==> src/rtl/lin_chk_pkg.sv <==
package lin_chk_pkg;

  localparam int unsigned DW = 8;

  typedef enum logic [1:0] {
    MODE_OFF     = 2'b00,
    MODE_PLAIN   = 2'b01,
    MODE_CLASSIC = 2'b10,
    MODE_ENH     = 2'b11
  } chk_mode_e;

  function automatic logic [DW-1:0] add_eac(input logic [DW-1:0] a, input logic [DW-1:0] b);
    logic [DW:0] t;
    t = {1'b0, a} + {1'b0, b};
    return t[DW-1:0] + {{(DW-1){1'b0}}, t[DW]};
  endfunction

endpackage

==> src/rtl/lin_chk_dec.sv <==
module lin_chk_dec
  import lin_chk_pkg::*;
(
  input  logic      lin_mode_i,
  input  logic      sum_sel_i,
  input  logic      char_valid_i,
  input  logic      char_pid_i,
  input  logic      char_sync_i,
  output chk_mode_e mode_o,
  output logic      add_o
);

  always_comb begin
    unique case ({lin_mode_i, sum_sel_i})
      2'b11:   mode_o = MODE_ENH;
      2'b10:   mode_o = MODE_CLASSIC;
      2'b01:   mode_o = MODE_PLAIN;
      default: mode_o = MODE_OFF;
    endcase
  end

  always_comb begin
    add_o = char_valid_i && !char_sync_i;
    if (mode_o == MODE_OFF) add_o = 1'b0;
    if (mode_o == MODE_CLASSIC && char_pid_i) add_o = 1'b0;
  end

endmodule

==> src/rtl/lin_chk_accum.sv <==
module lin_chk_accum
  import lin_chk_pkg::*;
#(
  parameter int unsigned W = DW
) (
  input  logic         clk_i,
  input  logic         rst_ni,
  input  chk_mode_e    mode_i,
  input  logic         add_i,
  input  logic         clear_i,
  input  logic         char_valid_i,
  input  logic         char_sync_i,
  input  logic [W-1:0] data_i,
  output logic [W-1:0] sum_o
);

  logic [W-1:0] sum_q, sum_d;
  logic         eac;

  assign eac = (mode_i == MODE_ENH) || (mode_i == MODE_CLASSIC);

  always_comb begin
    sum_d = sum_q;
    if (clear_i || mode_i == MODE_OFF) sum_d = '0;
    else if (add_i) sum_d = eac ? add_eac(sum_q, data_i) : sum_q + data_i;
  end

  always_ff @(posedge clk_i or negedge rst_ni) begin
    if (!rst_ni) sum_q <= '0;
    else         sum_q <= sum_d;
  end

  assign sum_o = sum_q;


  clear_wins_chk: assert property (@(posedge clk_i) disable iff (!rst_ni)
    clear_i |=> sum_q == '0);

  off_zero_chk: assert property (@(posedge clk_i) disable iff (!rst_ni)
    (mode_i == MODE_OFF) |=> sum_q == '0);

  hold_chk: assert property (@(posedge clk_i) disable iff (!rst_ni)
    (!char_valid_i && !clear_i && mode_i != MODE_OFF) |=> $stable(sum_q));

  sync_skip_chk: assert property (@(posedge clk_i) disable iff (!rst_ni)
    (char_valid_i && char_sync_i && !clear_i && mode_i != MODE_OFF) |=> $stable(sum_q));

endmodule

==> src/rtl/lin_chk_cmp.sv <==
module lin_chk_cmp
  import lin_chk_pkg::*;
#(
  parameter int unsigned W = DW
) (
  input  logic         clk_i,
  input  logic         rst_ni,
  input  chk_mode_e    mode_i,
  input  logic [W-1:0] sum_i,
  input  logic [W-1:0] rx_chk_i,
  output logic [W-1:0] chk_tx_o,
  output logic         match_o
);

  logic lin;
  assign lin = (mode_i == MODE_ENH) || (mode_i == MODE_CLASSIC);

  assign chk_tx_o = lin ? ~sum_i : sum_i;

  always_comb begin
    unique case (mode_i)
      MODE_OFF:   match_o = 1'b0;
      MODE_PLAIN: match_o = (rx_chk_i == sum_i);
      default:    match_o = (add_eac(sum_i, rx_chk_i) == {W{1'b1}});
    endcase
  end


  tx_match_chk: assert property (@(posedge clk_i) disable iff (!rst_ni)
    (lin && rx_chk_i == chk_tx_o) |-> match_o);

  off_nomatch_chk: assert property (@(posedge clk_i) disable iff (!rst_ni)
    (mode_i == MODE_OFF) |-> !match_o);

endmodule

==> src/rtl/lin_chk_acc.sv <==
module lin_chk_acc
  import lin_chk_pkg::*;
(
  input  logic          clk_i,
  input  logic          rst_ni,
  input  logic          lin_mode_i,
  input  logic          sum_sel_i,
  input  logic          char_valid_i,
  input  logic [DW-1:0] char_data_i,
  input  logic          char_pid_i,
  input  logic          char_sync_i,
  input  logic          clear_i,
  input  logic [DW-1:0] rx_chk_i,
  output logic [DW-1:0] sum_o,
  output logic [DW-1:0] chk_tx_o,
  output logic          match_o
);

  chk_mode_e mode;
  logic      add;

  lin_chk_dec u_dec (
    .lin_mode_i  (lin_mode_i),
    .sum_sel_i   (sum_sel_i),
    .char_valid_i(char_valid_i),
    .char_pid_i  (char_pid_i),
    .char_sync_i (char_sync_i),
    .mode_o      (mode),
    .add_o       (add)
  );

  lin_chk_accum #(.W(DW)) u_accum (
    .clk_i       (clk_i),
    .rst_ni      (rst_ni),
    .mode_i      (mode),
    .add_i       (add),
    .clear_i     (clear_i),
    .char_valid_i(char_valid_i),
    .char_sync_i (char_sync_i),
    .data_i      (char_data_i),
    .sum_o       (sum_o)
  );

  lin_chk_cmp #(.W(DW)) u_cmp (
    .clk_i   (clk_i),
    .rst_ni  (rst_ni),
    .mode_i  (mode),
    .sum_i   (sum_o),
    .rx_chk_i(rx_chk_i),
    .chk_tx_o(chk_tx_o),
    .match_o (match_o)
  );


  classic_pid_chk: assert property (@(posedge clk_i) disable iff (!rst_ni)
    (lin_mode_i && !sum_sel_i && char_valid_i && char_pid_i && !clear_i) |=> $stable(sum_o));

  lin_tx_inv_chk: assert property (@(posedge clk_i) disable iff (!rst_ni)
    lin_mode_i |-> ((chk_tx_o ^ sum_o) == {DW{1'b1}}));

endmodule

==> config.mk <==
export PLATFORM = sky130hd
export DESIGN_NAME = lin_chk_acc
export DESIGN_NICKNAME = d
export VERILOG_FILES = /design/src/rtl/lin_chk_pkg.sv /design/src/rtl/lin_chk_dec.sv /design/src/rtl/lin_chk_accum.sv /design/src/rtl/lin_chk_cmp.sv /design/src/rtl/lin_chk_acc.sv
export SDC_FILE = /design/constraint.sdc
export NUM_CORES = 1
export LEC_CHECK = 0
export ABC_AREA = 1
export BUFFER_PORTS_ARGS = -buffer_cell sky130_fd_sc_hd__buf_2
export CORE_MARGIN = 3
export CORE_UTILIZATION = 30
export CTS_CLUSTER_DIAMETER = 200
export CTS_CLUSTER_SIZE = 20
export DETAILED_ROUTE_END_ITERATION = 8
export GPL_TIMING_DRIVEN = 0
export MAX_ROUTING_LAYER = met4
export SLEW_MARGIN = 5
export SYNTH_ARGS = -nofsm -noshare
export SYNTH_HDL_FRONTEND = slang
export SYNTH_SLANG_ARGS = --single-unit
==> constraint.sdc <==
create_clock -name clk_i -period 5 [get_ports clk_i]
set_input_delay 0.75 -clock clk_i [delete_from_list [all_inputs] [get_ports clk_i]]
set_output_delay 0.75 -clock clk_i [all_outputs]
set_load 0.02 [all_outputs]
Word-level counts from Yosys, hierarchy flattened
Cells that the tools add are included.
- divide/modulo/power cells: 0
- magnitude comparators: 0
- $mul: 0
- eq/ne operators: 8
- add/sub/neg operators: 5
- bitwise logic cells: 1
- reduce and logical (&&, ||, !) cells: 7
- muxes and demuxes: 8
- shift-type cells: 0
- operators by type and width (kind ; number):
    $mux W8 ; 4
    $add A8 B8 Y9 ; 2
    $add A8 B1 Y8 ; 2
    $add A8 B8 Y8 ; 1
    $eq A2 B2 Y1 const B ; 4
    $eq A8 B8 Y1 ; 1
    $eq A8 B8 Y1 const B ; 1
    $not A8 Y8 ; 1
    $pmux W2 S3 ; 1
    $eq A2 B1 Y1 const B ; 2
    $logic_and A1 B1 Y1 ; 2
    $logic_not A2 Y1 ; 1
    $logic_or A1 B1 Y1 ; 2
    $mux W1 ; 2
    $pmux W1 S2 ; 1
    $reduce_bool A2 Y1 ; 1
    $logic_not A1 Y1 ; 1
- latch bits: 0
- RAM bits: 0
- ROM bits: 0
- flip-flop bits (word level): 8
- input bits: 24
- memories: 0

Longest topological paths before layout
Gate-level depths: netlist of the first run.
- depth in word-level cells: 7
- depth in mapped cells: 18
- gate-level depth less buffers: 18

By module
From an unflattened synthesis of the first run, not the netlist that was laid out.
- cells, all modules: 231
- area total of the unflattened synthesis: 1431.4 um^2
- by module, submodules not included (module ; area each (um^2) ; instances ; cells each):
    lin_chk_accum ; 849.6 ; 1 ; 127
    lin_chk_cmp ; 546.8 ; 1 ; 96
    lin_chk_dec ; 35.0 ; 1 ; 8

Worst setup path before layout of the first run
OpenSTA, ideal clock, no wires.
- path type: in2out
- from: in rx_chk_i[0]
- to: out match_o
- stages on the path: 18
- data required time: 4250 ps
- arrival time: 2685 ps
- path slack: 1565 ps
- cells stage by stage: ha_1 inv_1 fa_1 inv_1 nand3_1 nand2_1 nand2_1 nand2_1 a21oi_1 o21bai_1 ha_1 ha_1 xor2_1 nor2_1 nand3_1 nor2_1 nand4_1 nand2_1
- longest elaborated chain between the ends: 4
- elaborated cells between the ends (all ways): 5
- classes of those cells: add/sub (2); eq/ne (2); mux (1)
- ends and longest elaborated chain (element ; line ; RTL):
    start: declaration ; lin_chk_acc.sv:13 ; input logic [DW-1:0] rx_chk_i,
    $add A8 B8 Y9 ; lin_chk_pkg.sv:14 ; t = {1'b0, a} + {1'b0, b};
    $add A8 B1 Y8 ; lin_chk_pkg.sv:15 ; return t[DW-1:0] + {{(DW-1){1'b0}}, t[DW]};
    $eq A8 B8 Y1 ; lin_chk_cmp.sv:24 ; default: match_o = (add_eac(sum_i, rx_chk_i) == {W{1'b1}});
    $pmux W1 S2 (*) ; lin_chk_cmp.sv:21 ; unique case (mode_i)
    end: declaration ; lin_chk_acc.sv:16 ; output logic match_o
Mark *: on every way between the ends. The rest lies on a longest branch, timed or not.

Final worst setup path of the first run
Same ends and word-level chain as after synthesis.

==> flow_summary.yaml, run 1 <==
floorplan:
  fp.dieW_um: 73.7
  num_io_pins: 41
  dieArea_um2: 5430
  core.rowCount: 23
  core_area_um2: 4200
  start_util_pct: 32.7
  die_y_um: 73.7
setup_path:
  crit_path_end_kind: "output port"
  slowest_stage: "fa_1"
  path_cells: "buf_2, ha_1, inv_1, fa_1, inv_1, nand3_1, nand2_1, nand2_1, nand2_1, a21oi_1, o21bai_1, ha_1, ha_1, xor2_1, nor2_1, nand3_1, nor2_1, nand4_1, nand2_1, buf_2"
  arrival_ns: 3.08
  path_class: "in -> out"
  critical_path.most_common_cell: "nand2_1"
  setup.worst_path.start: "rx_chk_i[0]"
  worst_setup_path_start_kind: "input port"
  r2r_start: "u_accum.sum_o[0]"
  path_max_fanout: 3
  required_ns: 4.25
  max_stage_delay_ns: 0.38
clock_network:
  h-tree-depth: 1
  clockBufferDepth: 2
  clk_pin_slew_worst_paths_ns: 0.04
  clock_latency_ns: 0.23
  numCtsBuffers: 3
  cts_tree: "built"
  cts_resized: 0
  cts.sink_count: 8
  cts_hold_buf: 0
  post_cts_buffers: 0
  root_buffer: "clkbuf_8"
timing:
  max_slew.worst_pin.slew_ns: 0.309
  fin_skew_ns: 0.00170
  finalSetupViolCount: 0
  fin_crit_sh_pct: 76.7
  finalMaxSlewViolations: 0
  layout_min_cycle_time_ns: 3.83
  rsz0062_at_grt: "false"
  relSlewSlack_pct: 79.4
  max_freq_ghz: 0.261
  setup_tns_ns: 0
  final-hold-violation-count: 0
detailed_routing:
  drt-pass1-iter-count: 4
  ant_nets: 0
  routed_wl_um: 3640
  drt_iter0_drc: 55
  vias: 1448
  wl_per_cell_um: 11.9
  viasPerCell: 4.73
  post-route-drc-count: 0
grt:
  grt_pass1_vias: 1325
  grt_antenna_before_repair: 0
  track_usage_pct: 14.1
  grt_pass1_wl_um: 5730
  grt_max_degree: 11
  gr-total-overflow: 0
yosys:
  synth_edf_count: 0
  avgSynthCellArea_um2: 6.45
  synth.top_cells.by_area: "ha_1 18%, nand2_1 16%, dfrtp_1 15%"
  synth.most_common_cell: "nand2_1"
  ys_seq_area_share_pct: 14.6
  syn_inst: 213
  synth.top_cell.area_share_pct: 18.2
  yosys_register_bits: 8
  yosysTopAreaCell: "ha_1"
  syn_area_um2: 1370
  synth-async-reset-ratio_pct: 100
  syn_nets: 259
  synthTopCellsByCount: "58 x nand2_1, 31 x inv_1, 20 x ha_1"
  synth_ff_type: "dfrtp_1"
  synth.distinct_cells: 28
  ys_warn_count: 0
placed_design:
  dp_hpwl_um: 3090
  io_buffer_count: 40
  postPlaceCellArea_um2: 1640
  gp_congestion: 0.824
pwr:
  power.internal_uw: 164
  p_leak_nw: 1.01
  powerDensity_nw_per_um2: 158
  seqPwrFrac_pct: 27.8
  swShare_pct: 38.4
  combPwrFrac_pct: 43.5
  clockPowerShare_pct: 28.8
  p_sw_uw: 102
  peakVddDrop_uv: 90.0
layout:
  largest_reg_flops: 8
  syn2layout_area_growth_pct: 22.1
  ff_latch_area_um2: 200
  nNetsFinal: 304
  n_fill_cell: 470
  insertedDiodeCount: 0
  drive_gt1_share_pct: 21.5
  design_area_um2: 1680
  multi_input_area_um2: 1040
  post-route-util_pct: 39.9
min_path:
  min_path_type: "in -> async"
job:
  max_cap_viol_count: 0
outcome:
  status: "finished, final reports clean"
critical path, delay by kind of cell:
kind	cells	cell delay, ns
xor+xnor	1	0.07
fa+ha+maj	4	0.92
buf+inv	4	0.40
simple gates	9	0.73
compound gates	2	0.23
per-stage QoR:
stage	std cells	total power, mW	setup slack (ns)	hold slack [ns]
finish	306	0.265	1.17	0.355
global route	306	0.288	0.883	0.362
CTS	306	0.269	1.15	0.356
detailed placement	303	0.191	1.16	0.599
global placement	303	0.190	1.19	0.598
floorplan	213	0.154	1.57	0.454
power groups by stage:
stage / sequential [mW] / clock [mW] / combinational, mW
final: 0.0737 / 0.0763 / 0.115
after global routing: 0.0741 / 0.0826 / 0.131
after CTS: 0.0739 / 0.0788 / 0.117
after detailed placement: 0.0747 / 0 / 0.116
after global placement: 0.0748 / 0 / 0.115
after floorplan: 0.0750 / 0 / 0.0790
kinds of logic (layout without fill, tap and decap cells):
logic type,after synthesis,in the layout,share of synthesized area (%)
compound gates,27,27,11.7
flops,8,8,14.6
buf+inv,36,79,9.93
xor+xnor,10,10,6.37
fa+ha+maj,22,22,21.1
simple gates,109,109,35.5
mux,1,1,0.729
final timing paths:
kind | endpoint | slack (ns) | cells after the start
worst max-delay path | match_o | 1.17 | 20
worst min-delay path | u_accum.sum_o[0] | 0.36 | 1
worst max register to register | u_accum.sum_o[6] | 2.19 | 17
worst min register to register | u_accum.sum_o[2] | 0.64 | 2
max in group asynchronous | u_accum.sum_o[7] | 4.48 | 1
min in group clk_i | u_accum.sum_o[2] | 0.64 | 2
per-layer routing:
metal | vias up | GRT usage, % | wire length, um
li1 | 784 | - | -
met1 | 637 | 15.8 | 1630
met2 | 27 | 26.2 | 1820
met3 | 0 | 3.28 | 192
met4 | 0 | 1.21 | 0
met5 | - | - | 0
placed cells by master, fill, tap and decap left out, drive strengths merged:
cell / instances
a21o: 1
o21bai: 2
o211ai: 1
nor4: 2
nor2: 19
a211oi: 1
clkinv: 1
inv: 34
dfrtp: 8
o21ai: 8
fa: 2
nand3: 19
xor2: 10
nand4: 5
nand2: 60
nand3b: 4
ha: 20
a21oi: 13
mux2i: 1
buf: 41
clkbuf: 3
a32o: 1
final cells by class:
cell class,count,share of cell area [%]
Clock buffer,3,2.46
Sequential cell,8,11.9
Timing Repair Buffer,40,11.9
Multi-Input combinational cell,169,61.8
Inverter,35,7.83
Tap cell,50,3.73
Buffer,1,0.298
Power figures use the tool's default switching activity.
==> run 2: changes to the inputs <==
- clock period: 5 -> 3.55 ns (I/O delays scaled with it)
==> flow_summary.yaml, run 2 (synthesis results as in run 1) <==
outcome:
  status: "finished, final reports clean"
pwr:
  power.internal_uw: 234
  p_leak_nw: 1.02
  clockPowerShare_pct: 28.3
  p_sw_uw: 144
  combPwrFrac_pct: 44.3
  peakVddDrop_uv: 128
  swShare_pct: 38.2
  powerDensity_nw_per_um2: 218
  seqPwrFrac_pct: 27.4
floorplan:
  fp.dieW_um: 73.7
  core_area_um2: 4200
  die_y_um: 73.7
  dieArea_um2: 5430
  start_util_pct: 32.7
  core.rowCount: 23
  num_io_pins: 41
clock_network:
  clock_latency_ns: 0.23
  clk_pin_slew_worst_paths_ns: 0.04
  root_buffer: "clkbuf_8"
  cts_tree: "built"
  clockBufferDepth: 2
  h-tree-depth: 1
  numCtsBuffers: 3
  cts.sink_count: 8
layout:
  drive_gt1_share_pct: 25.9
  final_common_cell: "nand2_1"
  post-route-util_pct: 41.2
  n_fill_cell: 461
  syn2layout_area_growth_pct: 26.1
  nNetsFinal: 307
  largest_reg_flops: 8
  insertedDiodeCount: 0
  final_cell_mix: "57 x nand2_1, 40 x buf_2, 30 x inv_1"
detailed_routing:
  routed_wl_um: 3700
  viasPerCell: 4.77
  ant_nets: 0
  vias: 1473
  wl_per_cell_um: 12.0
  drt-pass1-iter-count: 4
  drt_iter0_drc: 58
  post-route-drc-count: 0
setup_path:
  required_ns: 3.02
  path_max_fanout: 3
  worst_setup_path_start_kind: "input port"
  path_class: "in -> out"
  crit_path_end_kind: "output port"
  arrival_ns: 2.74
grt:
  grt_max_degree: 11
  grt_antenna_before_repair: 0
  grt_pass1_vias: 1325
  track_usage_pct: 14.1
  grt_pass1_wl_um: 5730
  gr-total-overflow: 0
timing:
  max_slew.worst_pin.slew_ns: 0.307
  fin_crit_sh_pct: 92.2
  relSlewSlack_pct: 79.6
  finalMaxSlewViolations: 0
  finalSetupViolCount: 0
  setup_tns_ns: 0
  max_freq_ghz: 0.305
  final-hold-violation-count: 0
  fin_ws_ns: 0.276
  rsz0062_at_grt: "false"
  fin_skew_ns: 0.00138
  layout_min_cycle_time_ns: 3.27
placed_design:
  gp_congestion: 0.824
  preCtsSetupSlack_ns: 0.144
  dp_hpwl_um: 3090
  io_buffer_count: 40
min_path:
  min_path_type: "in -> async"
job:
  max_cap_viol_count: 0
[run 2: power groups by stage]
stage                     Combinational, mW  Sequential (mW)  Clock, mW
after floorplan                       0.111            0.106          0
after global placement                0.162            0.105          0
after detailed placement              0.164            0.105          0
after CTS                             0.165            0.104      0.111
after global routing                  0.191            0.104      0.116
final                                 0.168            0.104      0.107
[run 2: worst max-delay path, cell delays in order]
cell and delay (ns):
buf_2 0.11, ha_4 0.14, inv_1 0.05, fa_2 0.34
inv_2 0.07, nand3_1 0.07, nand2_2 0.08, nand2_1 0.06
nand2_1 0.07, a21oi_1 0.07, o21bai_1 0.18, ha_2 0.21
ha_1 0.16, xor2_1 0.07, nor2_1 0.08, nand3_1 0.06
nor2_1 0.09, nand4_1 0.08, nand2_1 0.10, buf_6 0.12
[run 2: path summary, 6_finish.rpt]
kind | slack [ns] | cells after the start | endpoint | from
setup reg to reg | 0.74 | 18 | u_accum.sum_o[6] | u_accum.sum_o[0]
min in group clk_i | 0.60 | 2 | u_accum.sum_o[1] | u_accum.sum_o[1]
max in group asynchronous | 3.24 | 1 | u_accum.sum_o[3] | rst_ni
setup / recovery | 0.28 | 20 | match_o | rx_chk_i[0]
hold / removal | 0.14 | 1 | u_accum.sum_o[4] | rst_ni
hold reg to reg | 0.60 | 2 | u_accum.sum_o[1] | u_accum.sum_o[1]
[run 2: cell type report]
type / instances / area [um^2] / share of cell area (%)
Multi-Input combinational cell: 169 / 1060 / 61.2
Timing Repair Buffer: 43 / 229 / 13.2
Sequential cell: 8 / 204 / 11.8
Inverter: 35 / 131 / 7.58
Tap cell: 50 / 62.6 / 3.61
Clock buffer: 3 / 41.3 / 2.38
Buffer: 1 / 5.00 / 0.289
[run 2: through the flow]
step,power (mW),std cells,hold slack (ns),cell area (um^2)
finish,0.379,309,0.137,1730
global route,0.411,309,0.145,1730
CTS,0.380,306,0.139,1680
detailed placement,0.269,303,0.381,1640
global placement,0.267,303,0.381,1640
floorplan,0.217,213,0.237,1370
[run 2: what timing repair did]
item | CTS | global route
pin swaps | 0 | 4
hold buffers | 0 | 0
resized for setup | 1 | 11
setup buffers | 0 | 3
gates cloned | 0 | 0
endpoints found under the setup margin | 1 | 1
[run 2: routing by layer]
metal	vias up	share of wire, %	GRT usage, %
met5	-	0	-
met4	0	0	1.21
met3	0	5.9	3.28
met2	34	50	26.2
met1	647	44	15.8
li1	792	-	-
==> run 3: changes to the inputs <==
- CORE_UTILIZATION: 30 -> 52
- PLACE_DENSITY: unset -> 0.8
==> flow_summary.yaml, run 3 (synthesis results as in run 1) <==
clock_network:
  cts.sink_count: 8
  clock_latency_ns: 0.26
  root_buffer: "clkbuf_4"
  clk_pin_slew_worst_paths_ns: 0.05
  numCtsBuffers: 3
  cts_hold_buf: 0
  h-tree-depth: 1
  clockBufferDepth: 2
  cts_tree: "built"
layout:
  largest_reg_flops: 8
  n_fill_cell: 236
  insertedDiodeCount: 0
  drive_gt1_share_pct: 25.5
  ff_latch_area_um2: 201
  final_cell_mix: "57 x nand2_1, 40 x buf_2, 30 x inv_1"
  syn2layout_area_growth_pct: 23.1
  final_common_cell: "nand2_1"
  design_area_um2: 1690
  nNetsFinal: 307
  multi_input_area_um2: 1060
detailed_routing:
  ant_nets: 0
  wl_per_cell_um: 11.4
  post-route-drc-count: 0
  drt_iter0_drc: 55
  viasPerCell: 5.11
  vias: 1477
  drt-pass1-iter-count: 4
  routed_wl_um: 3300
setup_path:
  reg2reg_slack_ns: 0.60
  required_ns: 3.02
  crit_path_end_kind: "output port"
  path_max_fanout: 4
  path_class: "reg -> out"
  worst_setup_path_start_kind: "register"
  r2r_start: "u_accum.sum_o[0]"
  setup.worst_path.start: "u_accum.sum_o[0]"
  arrival_ns: 2.81
grt:
  gr-total-overflow: 0
  grt_antenna_before_repair: 0
  grt_pass1_wl_um: 5550
  track_usage_pct: 21.4
  grt_pass1_vias: 1273
  grt_max_degree: 11
timing:
  fin_skew_ns: 0.000164
  max_freq_ghz: 0.299
  finalSetupViolCount: 0
  relSlewSlack_pct: 76.4
  finalMaxSlewViolations: 0
  rsz0062_at_grt: "true"
  final-hold-violation-count: 0
  max_slew.worst_pin.slew_ns: 0.353
  fin_crit_sh_pct: 94.1
  setup_tns_ns: 0
  layout_min_cycle_time_ns: 3.34
floorplan:
  die_y_um: 57.4
  num_io_pins: 41
  start_util_pct: 55.0
  fp.dieW_um: 57.4
  core.rowCount: 18
  core_area_um2: 2500
  dieArea_um2: 3290
pwr:
  p_leak_nw: 1.01
  peakVddDrop_uv: 203
  powerDensity_nw_per_um2: 201
job:
  max_cap_viol_count: 0
min_path:
  min_path_type: "in -> async"
outcome:
  status: "finished, final reports clean"
placed_design:
  gp_congestion: 0.855
  postPlaceCellArea_um2: 1610
  dp_hpwl_um: 2680
  io_buffer_count: 40
[run 3: cell type report]
class / count / share of cell area, %
inverters: 35 / 7.77
well taps: 30 / 2.22
flip-flops and latches: 8 / 11.9
plain buffers: 1 / 0.296
multi-input cells: 169 / 62.9
repair buffers: 43 / 13.5
clock buffers: 3 / 1.33
[run 3: stage by stage]
step                      setup slack (ns)  instances  hold slack, ns  power, mW  util (%)
after detailed placement             0.141        283           0.384      0.265      64.5
after global placement               0.195        283           0.381      0.263      64.5
after CTS                           0.0302        286           0.105      0.338      65.4
after global routing               -0.0286        289           0.113      0.370      67.7
after floorplan                      0.515        213           0.237      0.217         -
final                                0.211        289           0.106      0.340      67.7
[run 3: timing repair]
item                                    CTS  global route
endpoints found under the setup margin    0             1
resized for setup                         0            11
buffers inserted                          0             3
[run 3: worst max-delay path, cell delays in order (launching register included)]
cell,delay (ns)
dfrtp_1,0.43
ha_4,0.16
inv_1,0.05
fa_2,0.34
inv_2,0.07
nand3_2,0.06
nand2_2,0.08
nand2_1,0.06
nand2_1,0.08
a21oi_1,0.06
o21bai_1,0.19
ha_2,0.21
ha_1,0.15
xor2_1,0.08
nor2_1,0.10
nand3_1,0.08
nor2_1,0.08
nand4_1,0.07
nand2_1,0.08
buf_6,0.12
[run 3: metal layers]
| metal | wire (um) | track usage (%) |
|---|---|---|
| met3 | 215 | 4.52 |
| met1 | 1570 | 30.0 |
| met5 | 0 | - |
| met4 | 13 | 2.98 |
| met2 | 1500 | 32.4 |
[run 3: where the power goes]
| part | switching [mW] | total, mW | internal, mW |
|---|---|---|---|
| sequential | 0.00614 | 0.101 | 0.0949 |
| clock | 0.0319 | 0.0707 | 0.0387 |
| combinational | 0.103 | 0.168 | 0.0651 |
[run 3: path summary, 6_finish.rpt]
check | to | cells past startpoint
min | u_accum.sum_o[0] | 1
max reg2reg | u_accum.sum_o[6] | 18
max | match_o | 19
max in group asynchronous | u_accum.sum_o[1] | 1
min reg2reg | u_accum.sum_o[1] | 2
min in group clk_i | u_accum.sum_o[1] | 2
